<file path="config.mk">
export PLATFORM = sky130hd
export DESIGN_NAME = fault_nmi_hub
export DESIGN_NICKNAME = d
export VERILOG_FILES = /design/src/rtl/fnh_pkg.sv /design/src/rtl/fnh_regfile.sv /design/src/rtl/fnh_flag_bank.sv /design/src/rtl/fnh_watchdog.sv /design/src/rtl/fault_nmi_hub.sv
export SDC_FILE = /design/constraint.sdc
export NUM_CORES = 1
export LEC_CHECK = 0
export BUFFER_PORTS_ARGS = -buffer_cell sky130_fd_sc_hd__buf_4
export CELL_PAD_IN_SITES_DETAIL_PLACEMENT = 1
export CELL_PAD_IN_SITES_GLOBAL_PLACEMENT = 1
export CORE_MARGIN = 2
export CORE_UTILIZATION = 44
export DETAILED_ROUTE_END_ITERATION = 10
export GPL_TIMING_DRIVEN = 1
export PLACE_DENSITY_LB_ADDON = 0.2
export SLEW_MARGIN = 20
export SYNTH_ARGS = -nofsm -noshare
export SYNTH_HDL_FRONTEND = slang
export SYNTH_HIERARCHICAL = 1
export SYNTH_SLANG_ARGS = --single-unit
</file>
<file path="constraint.sdc">
create_clock -name clk -period 2.1 [get_ports clk]
set_input_delay 0.21 -clock clk [delete_from_list [all_inputs] [get_ports clk]]
set_output_delay 0.21 -clock clk [all_outputs]
set_load 0.02 [all_outputs]
</file>
<file path="src/rtl/fnh_pkg.sv">
package fnh_pkg;
    localparam int DW = 16;
    localparam int AW = 4;
    localparam logic [DW-1:0] FAULT_MASK = 16'hF7FE;
    localparam logic [DW-1:0] LIMIT_RST  = 16'hFFFF;

    localparam logic [AW-1:0] OFS_ARM   = 4'd0;
    localparam logic [AW-1:0] OFS_FLAG  = 4'd1;
    localparam logic [AW-1:0] OFS_CLR   = 4'd2;
    localparam logic [AW-1:0] OFS_FRC   = 4'd3;
    localparam logic [AW-1:0] OFS_CNT   = 4'd4;
    localparam logic [AW-1:0] OFS_LIMIT = 4'd5;
    localparam logic [AW-1:0] OFS_SHD   = 4'd6;

    typedef struct packed {
        logic          armed;
        logic [DW-1:0] limit;
    } ctl_state_t;

    typedef struct packed {
        logic [DW-1:0] flt;
        logic          sum;
        logic          nmi;
    } flag_state_t;

    typedef struct packed {
        logic [DW-1:0] cnt;
        logic          fire;
    } wd_state_t;
endpackage

</file>
<file path="src/rtl/fnh_regfile.sv">
module fnh_regfile
    import fnh_pkg::*;
#(
    parameter int DATA_W = DW,
    parameter int ADDR_W = AW,
    parameter logic [DATA_W-1:0] LIMIT_INIT = LIMIT_RST
) (
    input  logic              clk,
    input  logic              rst_n,
    input  logic [ADDR_W-1:0] addr,
    input  logic              we,
    input  logic [DATA_W-1:0] wdata,
    input  logic              unlock,
    input  logic [DATA_W-1:0] flag_vec,
    input  logic [DATA_W-1:0] shd_vec,
    input  logic [DATA_W-1:0] cnt,
    output logic              armed,
    output logic [DATA_W-1:0] limit,
    output logic [DATA_W-1:0] clr_vec,
    output logic [DATA_W-1:0] frc_vec,
    output logic [DATA_W-1:0] rdata
);
    ctl_state_t st_d, st_q;
    logic       wr_ok;

    always_comb begin
        wr_ok   = we & unlock;
        st_d    = st_q;
        clr_vec = '0;
        frc_vec = '0;
        if (wr_ok) begin
            case (addr)
                OFS_ARM:   st_d.armed = st_q.armed | wdata[0];
                OFS_CLR:   clr_vec    = wdata;
                OFS_FRC:   frc_vec    = wdata;
                OFS_LIMIT: st_d.limit = wdata;
                default:   ;
            endcase
        end
    end

    always_comb begin
        case (addr)
            OFS_ARM:   rdata = {{(DATA_W-1){1'b0}}, st_q.armed};
            OFS_FLAG:  rdata = flag_vec;
            OFS_CNT:   rdata = cnt;
            OFS_LIMIT: rdata = st_q.limit;
            OFS_SHD:   rdata = shd_vec;
            default:   rdata = '0;
        endcase
    end

    always_ff @(posedge clk or negedge rst_n) begin
        if (!rst_n) begin
            st_q.armed <= 1'b0;
            st_q.limit <= LIMIT_INIT;
        end else begin
            st_q <= st_d;
        end
    end

    assign armed = st_q.armed;
    assign limit = st_q.limit;
endmodule

</file>
<file path="src/rtl/fnh_flag_bank.sv">
module fnh_flag_bank
    import fnh_pkg::*;
#(
    parameter int DATA_W = DW,
    parameter logic [DATA_W-1:0] MASK = FAULT_MASK
) (
    input  logic              clk,
    input  logic              sys_rst_n,
    input  logic              por_rst_n,
    input  logic              armed,
    input  logic [DATA_W-1:0] fault_in,
    input  logic [DATA_W-1:0] clr_vec,
    input  logic [DATA_W-1:0] frc_vec,
    output logic [DATA_W-1:0] flag_vec,
    output logic [DATA_W-1:0] shd_vec,
    output logic              any_fault,
    output logic              nmi_pulse
);
    flag_state_t       st_d, st_q;
    logic [DATA_W-1:0] shd_d, shd_q;
    logic [DATA_W-1:0] hw_set;
    logic [DATA_W-1:0] set_vec;
    logic              sum_set;

    for (genvar i = 0; i < DATA_W; i++) begin : g_src
        if (MASK[i]) begin : g_live
            assign hw_set[i] = fault_in[i];
        end else begin : g_rsvd
            assign hw_set[i] = fault_in[i] & 1'b0;
        end
    end

    always_comb begin
        set_vec   = (hw_set | frc_vec) & MASK;
        any_fault = |(st_q.flt & MASK);
        sum_set   = armed & any_fault & ~st_q.sum;
        st_d.flt  = ((st_q.flt & ~clr_vec) | set_vec) & MASK;
        st_d.sum  = (st_q.sum & ~clr_vec[0]) | sum_set;
        st_d.nmi  = sum_set;
        shd_d     = ((shd_q & ~clr_vec) | set_vec) & MASK;
    end

    always_ff @(posedge clk or negedge sys_rst_n) begin
        if (!sys_rst_n) begin
            st_q <= '0;
        end else begin
            st_q <= st_d;
        end
    end

    always_ff @(posedge clk or negedge por_rst_n) begin
        if (!por_rst_n) begin
            shd_q <= '0;
        end else begin
            shd_q <= shd_d;
        end
    end

    assign flag_vec  = st_q.flt | {{(DATA_W-1){1'b0}}, st_q.sum};
    assign shd_vec   = shd_q;
    assign nmi_pulse = st_q.nmi;
endmodule

</file>
<file path="src/rtl/fnh_watchdog.sv">
module fnh_watchdog
    import fnh_pkg::*;
#(
    parameter int CNT_W = DW
) (
    input  logic             clk,
    input  logic             rst_n,
    input  logic             active,
    input  logic [CNT_W-1:0] limit,
    output logic [CNT_W-1:0] cnt,
    output logic             fire
);
    wd_state_t st_d, st_q;
    logic      hit;

    always_comb begin
        hit       = (st_q.cnt == limit);
        st_d.fire = active & hit;
        if (!active || hit) begin
            st_d.cnt = '0;
        end else begin
            st_d.cnt = st_q.cnt + 1'b1;
        end
    end

    always_ff @(posedge clk or negedge rst_n) begin
        if (!rst_n) begin
            st_q <= '0;
        end else begin
            st_q <= st_d;
        end
    end

    assign cnt  = st_q.cnt;
    assign fire = st_q.fire;
endmodule

</file>
<file path="src/rtl/fault_nmi_hub.sv">
module fault_nmi_hub
    import fnh_pkg::*;
(
    input  logic          clk,
    input  logic          sys_rst_n,
    input  logic          por_rst_n,
    input  logic [AW-1:0] bus_addr,
    input  logic          bus_we,
    input  logic [DW-1:0] bus_wdata,
    output logic [DW-1:0] bus_rdata,
    input  logic          unlock,
    input  logic [DW-1:0] fault_in,
    output logic          nmi_pulse,
    output logic          rst_req
);
    logic          sys_any_n;
    logic          cfg_en;
    logic          any_fault;
    logic [DW-1:0] limit;
    logic [DW-1:0] clr_vec;
    logic [DW-1:0] frc_vec;
    logic [DW-1:0] flag_vec;
    logic [DW-1:0] shd_vec;
    logic [DW-1:0] wd_cnt;

    assign sys_any_n = sys_rst_n & por_rst_n;

    fnh_regfile #(.DATA_W(DW), .ADDR_W(AW), .LIMIT_INIT(LIMIT_RST)) u_regs (
        .clk      (clk),
        .rst_n    (sys_any_n),
        .addr     (bus_addr),
        .we       (bus_we),
        .wdata    (bus_wdata),
        .unlock   (unlock),
        .flag_vec (flag_vec),
        .shd_vec  (shd_vec),
        .cnt      (wd_cnt),
        .armed    (cfg_en),
        .limit    (limit),
        .clr_vec  (clr_vec),
        .frc_vec  (frc_vec),
        .rdata    (bus_rdata)
    );

    fnh_flag_bank #(.DATA_W(DW), .MASK(FAULT_MASK)) u_flags (
        .clk       (clk),
        .sys_rst_n (sys_any_n),
        .por_rst_n (por_rst_n),
        .armed     (cfg_en),
        .fault_in  (fault_in),
        .clr_vec   (clr_vec),
        .frc_vec   (frc_vec),
        .flag_vec  (flag_vec),
        .shd_vec   (shd_vec),
        .any_fault (any_fault),
        .nmi_pulse (nmi_pulse)
    );

    fnh_watchdog #(.CNT_W(DW)) u_wd (
        .clk    (clk),
        .rst_n  (sys_any_n),
        .active (cfg_en & any_fault),
        .limit  (limit),
        .cnt    (wd_cnt),
        .fire   (rst_req)
    );
endmodule

</file>
---- Word-level counts from Yosys, hierarchy flattened ----
Cells that the tools add are included.
cells by class
  $add $sub $neg .......................... 1
  equal/unequal tests ..................... 7
  multiplexer cells ....................... 6
  reduce and logical (&&, ||, !) cells .... 6
  bitwise gates (word level) .............. 17
operators by type and width
  cell                   count
  $mux 16                5
  $pmux 16 s5            1
  $or 16x16->16          3
  $and 16x16->16         2
  $add 16x1->16 const B  1
  $eq 16x16->1           1
  $not 16->16            1
  $or 16x1->16           1
  $reduce_or 14->1       1
  $eq 4x3->1 const B     3
  $eq 4x2->1 const B     2
  $and 1x1->1            6
  $eq 4x1->1 const B     1
  $logic_not 4->1        1
  $reduce_and 2->1       2
  $not 1->1              2
  $or 1x1->1             2
  $logic_not 1->1        1
  $logic_or 1x1->1       1
storage, ports and cells
  register bits ........................... 64
  output and inout bits ................... 18
  word-level logic and storage cells ...... 45

---- Longest topological paths before layout ----
  depth after elaboration ................. 6
  depth in mapped cells ................... 7
  mapped depth without buffers ............ 5

---- By module ----
Netlist, hierarchy kept.
modules (own cells, without submodules)
  module         instances  cells each  area each (µm²)  sequential area each (µm²)
  fnh_regfile    1          145         1432.6           445.4
  fnh_flag_bank  1          113         1127.3           750.7
  fnh_watchdog   1          102         1019.7           425.4
  fault_nmi_hub  1          2           12.5             0.0

---- Worst setup path before layout ----
No wires, ideal clock.
  path type ............................... flip-flop to flip-flop
  start point ............................. register, netlist name u_regs/limit[10]
  end point ............................... register u_wd.st_q (netlist bit u_wd/cnt[12])
  data arrival time ....................... 1.562 ns
  setup slack ............................. 0.419 ns
  buffers on the path ..................... 1
  required time ........................... 1.981 ns
  clock period less this slack ............ 1.681 ns
  setup time .............................. 0.119 ns
  stages on the path, launching flop included .. 6
  path through ............................ dfstp_2 xnor2_1 nand4_1 o41ai_4 buf_6 nor2_1
RTL lines
  element               line                text
  to (signal assigned)  fnh_watchdog.sv:30  st_q <= st_d;
  to (decl)             fnh_watchdog.sv:13  wd_state_t st_d, st_q;

==> flow_summary_export.csv <==
group,metric,value,unit
critical_path,slowest_delay,520,ps
cts,clockBufferDepth,2,
routing,drt_pass1_iterations,4,
placement,dp_hpwl,7.14,mm
placement,dpl.cell_count,511,
logic_synthesis,ys_warn_count,6,
floorplanning,start_util,45.8,%
timing,hold_violations,0,
flow_run,maxCapViolCount,0,
timing,finalSetupViolCount,0,
critical_path,crit_cells,6,
min_path,whs_endpoint,"u_flags/st_q[8]",
critical_path,cp_slowest_cell,"nor4_1",
cts,root_buffer,"clkbuf_8",
routing,via_per_inst,5.35,
layout,stdcell_count,529,
cts,cts.sink_count,64,
layout,diodes,0,
placement,gp_congestion,0.785,
critical_path,cp-end-kind,"flip-flop",
timing,rsz0062_at_grt,"false",
placement,place_area,4100,um2
cts,cts_tree,"done",
timing,maxSlewHeadroom,63.6,%
cts,clk_pin_slew,70,ps
timing,fin_crit_sh,91.9,%
grt,grt_max_degree,51,
power,power_leakage,0.00204,uW
logic_synthesis,netlist_area,3580,um2
layout,fin_util,55.1,%
critical_path,arrival,2170,ps
grt,grt_use_total,24.2,%
cts,h-tree-depth,3,
timing,tightest_slew,541,ps
routing,antenna_left,0,
cts,cts_made_buffers,9,
routing,avgRoutedWirePerCell,18.7,um
timing,slew_violations,0,
power,powerDensity,805,nW/um2
min_path,whs_path_depth,3,
grt,grt_pass1_vias,3047,
min_path,hold_start,"fault_in[6]",
layout,area_growth,20.4,%
routing,drc,0,
logic_synthesis,syn_area_per_cell,9.96,um2
min_path,hp-class,"in2reg",
timing,finClkSkew,5.91,ps
timing,tns,0,ps
critical_path,worstSetupPathType,"reg2reg",
grt,antenna_found_initial,0,
critical_path,r2r_start,"u_flags/st_q[14]",
critical_path,reg2reg_depth,6,
critical_path,r2r_end,"u_wd/cnt[14]",
outcome,status,"finished clean",
cts,cts_setup_buffers,0,
cts,worst_skew_pair.late_latency,360,ps
placement,port_buffers,56,
floorplanning,die_w,94.2,um
floorplanning,pin_count,59,
power,ir_worst_vdd,0.000325,V
critical_path,crit_family,"simple AND/OR/NAND/NOR gates",
critical_path,worstPathRequired,2340,ps
layout,fin_area,4310,um2
logic_synthesis,syn_inst,359,
floorplanning,fp.dieH,94.2,um
critical_path,start_kind,"flip-flop",
floorplanning,dieArea,8860,um2
critical_path,cp_max_fo,11,
critical_path,ff2ff_setup_slack,170,ps
floorplanning,row_count,32,
layout,layout-drive-gt1-share,29.0,%
critical_path,crit_path_cell_trace,"nor4_1 > nand4_1 > and2_1 > o41ai_4 > buf_4 > nor2_1",
floorplanning,design.core.area,7810,um2
grt,grt_pass1_wl,15.8,mm
routing,drtIter0Drc,109,
cts,cts_hold_buf,2,
routing,wl,9.89,mm
cts,cts_resized,0,
grt,overflow,0,
critical_path,critPathLaunch,"u_flags/st_q[14]",
critical_path,critical_path_buf_inv_count,1,
timing,max_freq,518,MHz
routing,vias,2829,
timing,finalCriticalPeriod,1930,ps
layout,fin_nets,464,
[state kept, by name (all words and copies together), names as in the netlist]
| signal | cells |
|---|---|
| u_regs/limit | 16 |
| u_regs/armed | 1 |
| u_wd/cnt | 16 |
| u_flags/st_q | 15 |
| u_flags/shd_vec | 14 |
| u_wd/fire | 1 |
| u_flags/nmi_pulse | 1 |
[cells in the final DEF (no fill, tap or decap), types with 6 or more instances in the layout]
| master | count |
|---|---|
| a22oi_1 | 19 |
| and2_1 | 29 |
| buf_4 | 67 |
| clkbuf_8 | 9 |
| dfrtp_1 | 48 |
| dfstp_2 | 16 |
| inv_1 | 33 |
| mux2_2 | 6 |
| mux2_4 | 10 |
| mux2i_1 | 12 |
| nand2_1 | 6 |
| nand3_1 | 6 |
| nand4_1 | 8 |
| nor2_1 | 38 |
| nor4_1 | 7 |
| o21ai_0 | 43 |
| xnor2_1 | 25 |
[through the flow]
stage | setup slack [ps] | hold WS [ps] | total power [uW]
5_1_grt | 113 | 46.3 | 3650
6_report | 169 | 55.3 | 3470
4_1_cts | 171 | 46.1 | 3500
3_3_place_gp | 355 | 98.0 | 2410
3_5_place_dp | 282 | 101 | 2440
2_1_floorplan | 419 | -85.6 | 2180
[tightest hold or removal path, stage by stage]
cell and delay (ps):
buf_4 80, nor2_1 30, o21ai_0 50
[cell type report]
cell class                      instances  area [um2]
Clock buffer                           10         128
Fill cell                             914        3500
Clock inverter                          6        60.1
Timing Repair Buffer                   70         543
Multi-Input combinational cell        244        1700
Sequential cell                        64        1620
Inverter                               33         124
Tap cell                              102         128
[worst max-delay path by stage]
stage | to | slack [ps]
after global placement | u_wd/cnt[13] | 350
after CTS | u_wd/cnt[14] | 170
after global routing | u_wd/cnt[0] | 110
after floorplan | u_flags/nmi_pulse | 420
after detailed placement | u_wd/cnt[14] | 280
final | u_wd/cnt[14] | 170
[power by group]
part	switching, uW	internal [uW]
logic	402	390
registers	215	1430
clock network	493	541
total	1110	2360
[metal layers]
| layer | up-vias | routed length [um] | track usage, % |
|---|---|---|---|
| met4 | 0 | 154 | 8.45 |
| met1 | 1414 | 4230 | 28.8 |
| met3 | 12 | 365 | 4.98 |
| met2 | 57 | 5140 | 42.9 |
| li1 | 1346 | - | - |
| met5 | - | 0 | 0 |
No activity file was read; power rests on OpenSTA's default activity.
